<file path="src/rtl/mstat_pkg.sv">
package mstat_pkg;

  localparam int LINE_W = 4;
  localparam int STAT_W = 2 * LINE_W;

  // Bit positions inside a line vector; the status byte layout depends on them.
  localparam int CTS_BIT = 0;
  localparam int DSR_BIT = 1;
  localparam int RI_BIT  = 2;
  localparam int DCD_BIT = 3;

  // Bit positions inside the modem control vector.
  localparam int DTR_BIT  = 0;
  localparam int RTS_BIT  = 1;
  localparam int OUT1_BIT = 2;
  localparam int OUT2_BIT = 3;

  typedef logic [LINE_W-1:0] lines_t;
  typedef logic [LINE_W-1:0] ctl_t;

  // Carrier, data-set-ready and clear-to-send asserted, ring clear.
  localparam lines_t LINES_RESET = 4'b1011;

  function automatic lines_t loop_map(input ctl_t c);
    lines_t m;
    m[CTS_BIT] = c[RTS_BIT];
    m[DSR_BIT] = c[DTR_BIT];
    m[RI_BIT]  = c[OUT1_BIT];
    m[DCD_BIT] = c[OUT2_BIT];
    return m;
  endfunction

endpackage

</file>
<file path="src/rtl/mstat_sync.sv">
module mstat_sync #(
  parameter int WIDTH = 4,
  parameter int STAGES = 2,
  parameter logic [WIDTH-1:0] RST_VAL = '0
) (
  input  logic             clk,
  input  logic             rst,
  input  logic [WIDTH-1:0] d,
  output logic [WIDTH-1:0] q
);

  logic [STAGES-1:0][WIDTH-1:0] chain_q;

  always_ff @(posedge clk) begin
    if (rst) begin
      for (int i = 0; i < STAGES; i++) chain_q[i] <= RST_VAL;
    end else begin
      chain_q[0] <= d;
      for (int i = 1; i < STAGES; i++) chain_q[i] <= chain_q[i-1];
    end
  end

  assign q = chain_q[STAGES-1];

endmodule

</file>
<file path="src/rtl/mstat_source_sel.sv">
module mstat_source_sel
  import mstat_pkg::*;
(
  input  logic   loop_en,
  input  lines_t pin_lines,
  input  ctl_t   ctl,
  output lines_t src
);

  always_comb begin
    if (loop_en) src = loop_map(ctl);
    else         src = pin_lines;
  end

endmodule

</file>
<file path="src/rtl/mstat_delta.sv">
module mstat_delta
  import mstat_pkg::*;
(
  input  logic   clk,
  input  logic   rst,
  input  lines_t src,
  input  logic   rd_stb,
  output lines_t state_o,
  output lines_t delta_o,
  output logic   irq_o
);

  lines_t state_q, delta_q, chg, delta_d;
  logic   irq_q;

  always_comb begin
    chg = src ^ state_q;
    // Ring flag only on the trailing edge.
    chg[RI_BIT] = state_q[RI_BIT] & ~src[RI_BIT];
    delta_d = (rd_stb ? '0 : delta_q) | chg;
  end

  always_ff @(posedge clk) begin
    if (rst) begin
      state_q <= LINES_RESET;
      delta_q <= '0;
      irq_q   <= 1'b0;
    end else begin
      state_q <= src;
      delta_q <= delta_d;
      irq_q   <= |delta_d;
    end
  end

  assign state_o = state_q;
  assign delta_o = delta_q;
  assign irq_o   = irq_q;

  a_r2_flags_sticky: assert property (@(posedge clk) disable iff (rst)
    !rd_stb |=> ((delta_q & $past(delta_q)) == $past(delta_q)));

  a_r3_ring_rise_silent: assert property (@(posedge clk) disable iff (rst)
    (!rd_stb && !delta_q[RI_BIT] && !state_q[RI_BIT]) |=> !delta_q[RI_BIT]);

  a_r4_read_clears: assert property (@(posedge clk) disable iff (rst)
    rd_stb |=> ((delta_q & ~(state_q ^ $past(state_q))) == '0));

endmodule

</file>
<file path="src/rtl/mstat_tracker.sv">
module mstat_tracker
  import mstat_pkg::*;
#(
  parameter int SYNC_STAGES = 2
) (
  input  logic              clk,
  input  logic              rst,
  input  logic [LINE_W-1:0] line_in,
  input  logic              loop_en,
  input  logic [LINE_W-1:0] ctl_in,
  input  logic              rd_stb,
  output logic [STAT_W-1:0] rd_data,
  output logic              irq
);

  lines_t pin_sync, src, state, delta;

  mstat_sync #(
    .WIDTH  (LINE_W),
    .STAGES (SYNC_STAGES),
    .RST_VAL(LINES_RESET)
  ) u_sync (
    .clk(clk),
    .rst(rst),
    .d  (line_in),
    .q  (pin_sync)
  );

  mstat_source_sel u_sel (
    .loop_en  (loop_en),
    .pin_lines(pin_sync),
    .ctl      (ctl_in),
    .src      (src)
  );

  mstat_delta u_delta (
    .clk    (clk),
    .rst    (rst),
    .src    (src),
    .rd_stb (rd_stb),
    .state_o(state),
    .delta_o(delta),
    .irq_o  (irq)
  );

  assign rd_data = {state, delta};

  a_r5_loop_levels: assert property (@(posedge clk) disable iff (rst)
    loop_en |=> (rd_data[STAT_W-1:LINE_W] == loop_map($past(ctl_in))));

  a_r7_irq_matches_flags: assert property (@(posedge clk) disable iff (rst)
    irq == (|rd_data[LINE_W-1:0]));

endmodule

</file>
<file path="config.mk">
export PLATFORM = sky130hd
export DESIGN_NAME = mstat_tracker
export DESIGN_NICKNAME = d
export VERILOG_FILES = /design/src/rtl/mstat_pkg.sv /design/src/rtl/mstat_sync.sv /design/src/rtl/mstat_source_sel.sv /design/src/rtl/mstat_delta.sv /design/src/rtl/mstat_tracker.sv
export SDC_FILE = /design/constraint.sdc
export NUM_CORES = 1
export LEC_CHECK = 0
export ABC_CLOCK_PERIOD_IN_PS = 1150
export BUFFER_PORTS_ARGS = -buffer_cell sky130_fd_sc_hd__buf_2
export CAP_MARGIN = 15
export CORE_AREA = 2 2 39 41
export DETAILED_ROUTE_END_ITERATION = 6
export DIE_AREA = 0 0 41 43
export PLACE_DENSITY = 0.81
export SYNTH_ARGS = -nofsm -noshare
export SYNTH_HDL_FRONTEND = slang
export SYNTH_SLANG_ARGS = --single-unit
export TNS_END_PERCENT = 10
</file>
<file path="constraint.sdc">
create_clock -name clk -period 1.15 [get_ports clk]
set_clock_uncertainty 0.05 [all_clocks]
set_input_delay 0.115 -clock clk [delete_from_list [all_inputs] [get_ports clk]]
set_output_delay 0.115 -clock clk [all_outputs]
set_load 0.01 [all_outputs]
</file>
* After elaboration in Yosys (flattened, before gate mapping)
Cells that the tools add are included. W data, S select, Z words.
Storage, ports and cells: bits in registers 17, bits of input ports 12, output and inout bits 9, word-level logic and storage cells 12
Operators by class: muxes and demuxes 2, bitwise logic cells 4, reduce and logical (&&, ||, !) cells 1
Operators with widths (count):
- $mux W4 | 2
- $or A4 B4 Y4 | 1
- $reduce_or A4 Y1 | 1
- $xor A4 B4 Y4 | 1
- $and A1 B1 Y1 | 1
- $not A1 Y1 | 1

* Depth between registers and ports, before layout
Gate-level depths: netlist of the first run.
depth in word-level cells 5, mapped depth 5, depth with buffers taken out 4

* Hierarchy
A second synthesis of the first run with hierarchy kept.
Unflattened totals: cells, all modules 52, area, all modules 591.8 sq um
By module, submodules not included:
- mstat_delta | instances 1, cells each 28, area an instance 306.5 sq um, seq. area each 180.2 sq um
- mstat_sync | instances 1, cells each 20, area an instance 240.2 sq um, seq. area each 160.2 sq um
- mstat_source_sel | instances 1, cells each 4, area an instance 45.0 sq um, seq. area each 0.0 sq um

* Least setup slack after synthesis of the first run
No wires, ideal clock.
kind register to register, from register u_sync.chain_q (netlist bit u_sync.q[3]), to register u_delta.irq_q, in the netlist u_delta.irq_o, library setup time 0.081 ns, arrival 0.834 ns, required time 1.019 ns, setup slack 0.186 ns, cell stages (with the launch flop) 5, buffers on the path 0, period minus slack after synthesis 0.964 ns, cells stage by stage dfxtp_1 mux2i_2 xnor2_1 a21oi_2 a41oi_1
On the way: word-level cells in the longest chain between the ends 4
Ends and longest elaborated chain:
- start: declaration | line mstat_sync.sv:12 | logic [STAGES-1:0][WIDTH-1:0] chain_q;
- $mux W4 | line mstat_source_sel.sv:11 | if (loop_en) src = loop_map(ctl);
- $xor A4 B4 Y4 | line mstat_delta.sv:17 | chg = src ^ state_q;
- $or A4 B4 Y4 | line mstat_delta.sv:20 | delta_d = (rd_stb ? '0 : delta_q) | chg;
- $reduce_or A4 Y1 | line mstat_delta.sv:31 | irq_q <= |delta_d;
- end signal: assignment | line mstat_delta.sv:31
- end: declaration | line mstat_delta.sv:14 | logic irq_q;
Every way passes these cells. A chain may end at the register's enable or synchronous reset.

* Worst setup path in the final report of the first run
Same ends and word-level chain as after synthesis.

==> insert_results.sql, run 1 <==
INSERT INTO impl_metrics (metric_group, metric, value, unit) VALUES
('run_status', 'status', 'finished clean', ''),
('worst_setup_path', 'setup.worst_path.end_class', 'register', ''),
('logic_synthesis', 'postSynthNetCount', '60', ''),
('clock_tree', 'buffer_count_from_post_cts_setup_fixing', '0', ''),
('logic_synthesis', 'synthDistinctLibCells', '15', ''),
('sta', 'layout_worst_path_cycle_share', '0.8964', ''),
('logic_synthesis', 'synth_area_leaders', 'sky130_fd_sc_hd__dfxtp_1 (60%), sky130_fd_sc_hd__or2_2 (6.7%), sky130_fd_sc_hd__mux2i_2 (4.9%)', ''),
('sta', 'setup_viol_count_final', '0', ''),
('power_and_ir_drop', 'switchingPower', '0.2469', 'mW'),
('worst_setup_path', 'critical_path_rt', '1.30', 'ns'),
('route', 'drtAntennaViolNets', '0', ''),
('route', 'num_vias', '409', ''),
('sta', 'timing.final.hold_violations', '0', ''),
('route', 'wire_per_inst', '10.31', 'um'),
('power_and_ir_drop', 'clock_power_share', '0.276', ''),
('logic_synthesis', 'async_flop_share', '0', ''),
('logic_synthesis', 'synth_top_area_frac', '0.6031', ''),
('logic_synthesis', 'synth_top_cells_by_count', 'sky130_fd_sc_hd__dfxtp_1 (17), sky130_fd_sc_hd__or2_2 (6), sky130_fd_sc_hd__nor2_1 (5)', ''),
('logic_synthesis', 'synthCells', '48', ''),
('power_and_ir_drop', 'p_leak', '0.3287', 'nW'),
('worst_setup_path', 'reg2reg_from', 'u_sync.q[3]', ''),
('worst_setup_path', 'endpoint', 'u_delta.irq_o', ''),
('power_and_ir_drop', 'power.share.switching', '0.2279', ''),
('route', 'vias_per_cell', '4.544', ''),
('floorplan', 'core_area', '1384', 'sq um'),
('placed_design', 'numPortBuffers', '20', ''),
('sta', 'timing.final.max_slew_violations', '0', ''),
('final_layout', 'area_growth_synth_to_finish', '30.38', '%'),
('logic_synthesis', 'synthesis.yosys.warnings', '0', ''),
('logic_synthesis', 'synth-main-ff-cell', 'sky130_fd_sc_hd__dfxtp_1', ''),
('power_and_ir_drop', 'sequential_power_share', '0.591', ''),
('final_layout', 'num-nets-final', '87', ''),
('worst_setup_path', 'crit_path_start_kind', 'register', ''),
('worst_setup_path', 'arrival_time_at_the_worst_endpoint', '1.18', 'ns'),
('logic_synthesis', 'synth_area_leader_cell', 'sky130_fd_sc_hd__dfxtp_1', ''),
('clock_tree', 'tritoncts', 'done', ''),
('logic_synthesis', 'synth.avg_cell_area', '11.76', 'sq um'),
('sta', 'max_clock_freq', '970.1', 'MHz'),
('sta', 'relSlewSlack', '0.8308', ''),
('power_and_ir_drop', 'cell_internal_pwr', '0.8363', 'mW'),
('worst_setup_path', 'critical_path_peak_fanout', '2', ''),
('clock_tree', 'ctsResizeCount', '0', ''),
('floorplan', 'top_level_pins', '21', ''),
('global_routing', 'vias_in_the_first_global_route', '349', ''),
('worst_setup_path', 'ff2ff_path_depth', '4', ''),
('clock_tree', 'clk_root_buffer_cell', 'sky130_fd_sc_hd__clkbuf_4', ''),
('final_layout', 'final_cells', '90', ''),
('floorplan', 'start_util', '0.4078', ''),
('global_routing', 'globalRouteOverflowTotal', '0', ''),
('worst_setup_path', 'r2r_slack', '0.12', 'ns'),
('worst_setup_path', 'reg2reg_to', 'u_delta.irq_o', ''),
('clock_tree', 'cts.reportedPaths.clkPinSlew', '0.08', 'ns'),
('clock_tree', 'cts_htree_levels', '1', ''),
('route', 'drt-total-wl', '928', 'um'),
('power_and_ir_drop', 'irDropWorstVdd', '0.0007478', 'V'),
('route', 'number_of_drc_violations_after_detailed_routing', '0', ''),
('final_layout', 'final_layout_size_suffix_gt1_frac', '0.4595', ''),
('logic_synthesis', 'post_synth_edffs', '0', ''),
('clock_tree', 'clock_sink_count', '17', ''),
('worst_setup_path', 'criticalPathCategory', 'register to register', ''),
('sta', 'tns', '0', 'ns'),
('worst_setup_path', 'worst_setup_path_startpoint', 'u_sync.q[3]', ''),
('global_routing', 'grt_first_pass_wirelength', '1324', 'um'),
('global_routing', 'initial_antenna_violation_count', '0', ''),
('min_path', 'min_path_type', 'primary input to register', ''),
('clock_tree', 'clk-insertion-delay-late', '0.28', 'ns'),
('clock_tree', 'clock_buffers_created_by_tritoncts', '3', ''),
('logic_synthesis', 'synth.yosys.seq_area_share', '0.6031', ''),
('floorplan', 'die_h', '43', 'um'),
('logic_synthesis', 'yosys.cell_count.top_type', 'sky130_fd_sc_hd__dfxtp_1', ''),
('floorplan', 'core.rowCount', '14', '');
[area by class of cell]
type / count / area [sq um]
well taps: 16 / 20.02
clock buffers: 4 / 26.28
inverters: 1 / 3.754
flip-flops and latches: 17 / 340.3
multi-input cells: 28 / 205.2
repair buffers: 24 / 140.1
fillers: 128 / 648.1
[sequential cells by signal, summed over array words and instances (netlist names)]
name             cells
u_sync.q             4
u_delta.state_o      4
u_sync.chain_q       4
u_delta.delta_o      4
u_delta.irq_o        1
[power by group through the flow]
| stage | combinational, mW | sequential, mW | clock, mW |
|---|---|---|---|
| floorplan | 0.0742 | 0.665 | 0 |
| global placement | 0.132 | 0.653 | 0 |
| detailed placement | 0.135 | 0.654 | 0 |
| CTS | 0.144 | 0.641 | 0.313 |
| global route | 0.160 | 0.644 | 0.338 |
| finish | 0.144 | 0.641 | 0.298 |
[cell families after synthesis]
family | after synthesis | share of synthesized area
AOI/OAI and AO/OA | 5 | 0.07540
xor gates and xnor gates | 3 | 0.04657
buffers and inverters | 3 | 0.03325
DFF | 17 | 0.6031
muxes | 4 | 0.08427
and+or+nand+nor | 16 | 0.1574
[worst min-delay path by stage]
stage | start | endpoint | slack (ns) | cells after the start
after floorplan | rst | u_sync.chain_q[2] | 0.14 | 1
after global placement | line_in[1] | u_sync.chain_q[1] | 0.25 | 2
after detailed placement | line_in[0] | u_sync.chain_q[0] | 0.25 | 2
after CTS | line_in[2] | u_sync.chain_q[2] | 0.002 | 2
after global routing | ctl_in[3] | u_delta.state_o[3] | 0.03 | 3
final | ctl_in[3] | u_delta.state_o[3] | 0.03 | 3
[critical path: stages (launching register included)]
cell and delay [ns]:
sky130_fd_sc_hd__dfxtp_1 0.31, sky130_fd_sc_hd__mux2i_2 0.19, sky130_fd_sc_hd__xnor2_1 0.16, sky130_fd_sc_hd__a21oi_2 0.06, sky130_fd_sc_hd__a41oi_1 0.19
[per-stage QoR]
step | area (sq um) | worst slack, ns | hold WS, ns | total power [mW] | utilization
detailed placement | 669.4 | 0.04419 | 0.2511 | 0.7890 | 0.4837
floorplan | 564.3 | 0.1856 | 0.1366 | 0.7395 | -
finish | 735.7 | 0.1192 | 0.03326 | 1.083 | 0.5316
global route | 735.7 | 0.02716 | 0.03219 | 1.142 | 0.5316
global placement | 669.4 | 0.05635 | 0.2468 | 0.7845 | 0.4837
CTS | 725.7 | 0.09654 | 0.001988 | 1.097 | 0.5244
[placed cells by master (no fill, tap or decap)]
cell type	instances
sky130_fd_sc_hd__a41oi_1	1
sky130_fd_sc_hd__xnor2_1	3
sky130_fd_sc_hd__clkbuf_4	3
sky130_fd_sc_hd__dfxtp_1	17
sky130_fd_sc_hd__or2b_1	1
sky130_fd_sc_hd__dlygate4sd3_1	4
sky130_fd_sc_hd__a21oi_2	3
sky130_fd_sc_hd__or2_2	6
sky130_fd_sc_hd__mux2i_2	2
sky130_fd_sc_hd__a22oi_1	1
sky130_fd_sc_hd__nand2b_1	2
sky130_fd_sc_hd__nor2b_1	2
sky130_fd_sc_hd__buf_2	20
sky130_fd_sc_hd__nor2_1	5
sky130_fd_sc_hd__mux2i_1	2
sky130_fd_sc_hd__inv_1	1
sky130_fd_sc_hd__clkbuf_1	1
[layer usage]
layer / vias up / part of all wire / global-route usage
met3: 2 / 0.060 / 0.04712
met5: - / 0 / 0
met4: 0 / 0.013 / 0.06000
met2: 18 / 0.49 / 0.1906
met1: 183 / 0.44 / 0.1163
li1: 206 / - / -
(Power assumes the default switching activity.)
==> run 2: changes to the inputs <==
--- a/config.mk
+++ b/config.mk
@@ -12,6 +12,7 @@
 export DETAILED_ROUTE_END_ITERATION = 6
 export DIE_AREA = 0 0 41 43
 export PLACE_DENSITY = 0.81
+export REMOVE_ABC_BUFFERS = 1
 export SYNTH_ARGS = -nofsm -noshare
 export SYNTH_HDL_FRONTEND = slang
 export SYNTH_SLANG_ARGS = --single-unit
==> insert_results.sql, run 2 (same netlist as run 1, synthesis figures left out) <==
INSERT INTO impl_metrics (metric_group, metric, value, unit) VALUES
('final_layout', 'postLayoutCoreUtil', '0.5434', ''),
('power_and_ir_drop', 'sequential_power_share', '0.583', ''),
('final_layout', 'num_antenna_cells', '0', ''),
('flow_run', 'maxCapViolCount', '0', ''),
('clock_tree', 'tritoncts', 'done', ''),
('global_routing', 'globalRouteOverflowTotal', '0', ''),
('worst_setup_path', 'crit_path_start_kind', 'register', ''),
('final_layout', 'area_growth_synth_to_finish', '33.26', '%'),
('placed_design', 'gpl.final_weighted_congestion', '0.5827', ''),
('power_and_ir_drop', 'p_leak', '0.3341', 'nW'),
('final_layout', 'final_layout_size_suffix_gt1_frac', '0.4933', ''),
('route', 'wire_per_inst', '10.33', 'um'),
('worst_setup_path', 'worst-path-buf-inv', '0', ''),
('placed_design', 'placedInstanceArea', '669.4', 'sq um'),
('floorplan', 'core_area', '1384', 'sq um'),
('clock_tree', 'clock_buffers_created_by_tritoncts', '3', ''),
('route', 'num_vias', '403', ''),
('placed_design', 'pre_cts_slack', '0.02992', 'ns'),
('global_routing', 'grt_first_pass_wirelength', '1497', 'um'),
('sta', 'max_clock_freq', '936.9', 'MHz'),
('route', 'drt_iter0_drc', '1', ''),
('floorplan', 'design.die.area', '1763', 'sq um'),
('worst_setup_path', 'arrival_time_at_the_worst_endpoint', '1.17', 'ns'),
('global_routing', 'maximum_number_of_pins_on_one_net_before_global_route_repair', '18', ''),
('global_routing', 'total_routing_usage_reported_by_global_routing', '0.1291', ''),
('worst_setup_path', 'critical_path_peak_fanout', '2', ''),
('power_and_ir_drop', 'power.share.switching', '0.2353', ''),
('route', 'vias_per_cell', '4.429', ''),
('route', 'drt-total-wl', '940', 'um'),
('power_and_ir_drop', 'clock_power_share', '0.278', ''),
('clock_tree', 'ctsLongestPathBuffers', '2', ''),
('sta', 'timing.final.hold_violations', '0', ''),
('route', 'detail_route.first_pass.iterations', '3', ''),
('global_routing', 'vias_in_the_first_global_route', '391', ''),
('worst_setup_path', 'reg2reg_from', 'u_sync.q[3]', ''),
('power_and_ir_drop', 'combinationalPowerShare', '0.139', ''),
('global_routing', 'initial_antenna_violation_count', '0', ''),
('worst_setup_path', 'ff2ff_path_depth', '4', ''),
('sta', 'worstMarginPinSlew', '0.2657', 'ns'),
('power_and_ir_drop', 'irDropWorstVdd', '0.0006761', 'V'),
('worst_setup_path', 'r2r_slack', '0.08', 'ns'),
('worst_setup_path', 'path_cells', 'mux2i_2 -> xnor2_1 -> a21oi_2 -> a41oi_2', ''),
('worst_setup_path', 'critPathSlowestCell', 'sky130_fd_sc_hd__dfxtp_2', ''),
('min_path', 'worstHoldEndpoint', 'u_delta.state_o[1]', ''),
('sta', 'setup_viol_count_final', '0', ''),
('power_and_ir_drop', 'switchingPower', '0.2588', 'mW'),
('sta', 'min_period', '1.067', 'ns'),
('route', 'number_of_drc_violations_after_detailed_routing', '0', ''),
('final_layout', 'postLayoutCellArea', '752.0', 'sq um'),
('clock_tree', 'cts.reportedPaths.clkPinSlew', '0.09', 'ns'),
('final_layout', 'layout_commonest_cell', 'sky130_fd_sc_hd__buf_2', ''),
('floorplan', 'die_width', '41', 'um'),
('worst_setup_path', 'criticalPathCategory', 'register to register', ''),
('final_layout', 'num-nets-final', '88', ''),
('floorplan', 'start_util', '0.4078', ''),
('worst_setup_path', 'setup.worst_path.end_class', 'register', ''),
('clock_tree', 'clk-insertion-delay-late', '0.28', 'ns'),
('final_layout', 'most_frequent_cells_in_the_layout', 'sky130_fd_sc_hd__buf_2 (20), sky130_fd_sc_hd__dfxtp_1 (16), sky130_fd_sc_hd__or2_2 (6)', ''),
('clock_tree', 'cts_htree_levels', '1', ''),
('sta', 'tns', '0', 'ns'),
('worst_setup_path', 'critical_path_rt', '1.26', 'ns'),
('min_path', 'whs_path_depth', '3', ''),
('worst_setup_path', 'timing.critical_path.slowest_cell_delay', '0.32', 'ns'),
('floorplan', 'die_h', '43', 'um'),
('power_and_ir_drop', 'cell_internal_pwr', '0.8409', 'mW'),
('clock_tree', 'clk_root_buffer_cell', 'sky130_fd_sc_hd__clkbuf_4', ''),
('floorplan', 'core.rowCount', '14', ''),
('worst_setup_path', 'critical_path.top_delay_family', 'flip-flops', ''),
('route', 'drtAntennaViolNets', '0', ''),
('sta', 'post-route-worst-setup-slack', '0.08265', 'ns'),
('sta', 'timing.final.max_slew_violations', '0', ''),
('clock_tree', 'clock_sink_count', '17', ''),
('worst_setup_path', 'reg2reg_to', 'u_delta.irq_o', ''),
('min_path', 'min_from', 'ctl_in[0]', ''),
('run_status', 'status', 'finished clean', ''),
('min_path', 'min_path_type', 'primary input to register', ''),
('sta', 'layout_worst_path_cycle_share', '0.9281', ''),
('floorplan', 'top_level_pins', '21', ''),
('sta', 'relSlewSlack', '0.8229', ''),
('power_and_ir_drop', 'power_per_standard_cell_area', '1462', 'nW/um^2'),
('placed_design', 'numPortBuffers', '20', '');
==> run 2: cell types whose count changed in the layout (fill, tap and decap cells not counted), sizes merged <==
cell  previous run  this run
buf             20        21
==> run 2: timing repair <==
action | CTS | global route
resized for setup | 0 | 2
endpoints found under the hold margin | 4 | 0
endpoints found under the setup margin | 0 | 1
hold buffers | 4 | 0
buffers inserted | 0 | 1
==> run 2: routing by layer <==
metal,vias up,track usage,part of all wire
li1,209,-,-
met5,-,0,0
met1,178,0.1371,0.41
met3,0,0.03141,0.083
met2,16,0.2125,0.51
met4,0,0.08000,0
==> run 2: final cells by class <==
cell class / instances / area [sq um]
clock buffer: 4 / 26.28
sequential: 17 / 341.6
timing repair buffer: 25 / 147.6
tap: 16 / 20.02
inverter: 1 / 3.754
fill: 135 / 631.9
multi-input combinational: 28 / 212.7
==> run 2: stage by stage <==
step	total power [mW]	hold WS (ns)	std cells
floorplan	0.7296	0.1366	46
global placement	0.7849	0.2467	82
detailed placement	0.7905	0.2503	82
CTS	1.107	0.02597	90
global route	1.165	0.05735	91
finish	1.100	0.03545	91
==> run 2: worst max-delay path by stage <==
stage	startpoint	endpoint	cells past startpoint
after floorplan	u_sync.q[3]	u_delta.irq_o	4
after global placement	loop_en	u_delta.irq_o	5
after detailed placement	loop_en	u_delta.irq_o	5
after CTS	u_sync.q[3]	u_delta.irq_o	4
after global routing	u_sync.q[3]	u_delta.irq_o	4
final	u_sync.q[3]	u_delta.irq_o	4
==> run 2: power groups by stage <==
stage          clock (mW)  combinational [mW]  sequential (mW)
6_report            0.306               0.153            0.641
3_5_place_dp            0               0.136            0.655
4_1_cts             0.319               0.146            0.641
3_3_place_gp            0               0.132            0.653
2_1_floorplan           0              0.0643            0.665
5_1_grt             0.346               0.172            0.646
==> run 2: worst reg2reg max path: stages (launching register included) <==
cell and delay, ns:
sky130_fd_sc_hd__dfxtp_2 0.32, sky130_fd_sc_hd__mux2i_2 0.19, sky130_fd_sc_hd__xnor2_1 0.12, sky130_fd_sc_hd__a21oi_2 0.16, sky130_fd_sc_hd__a41oi_2 0.11
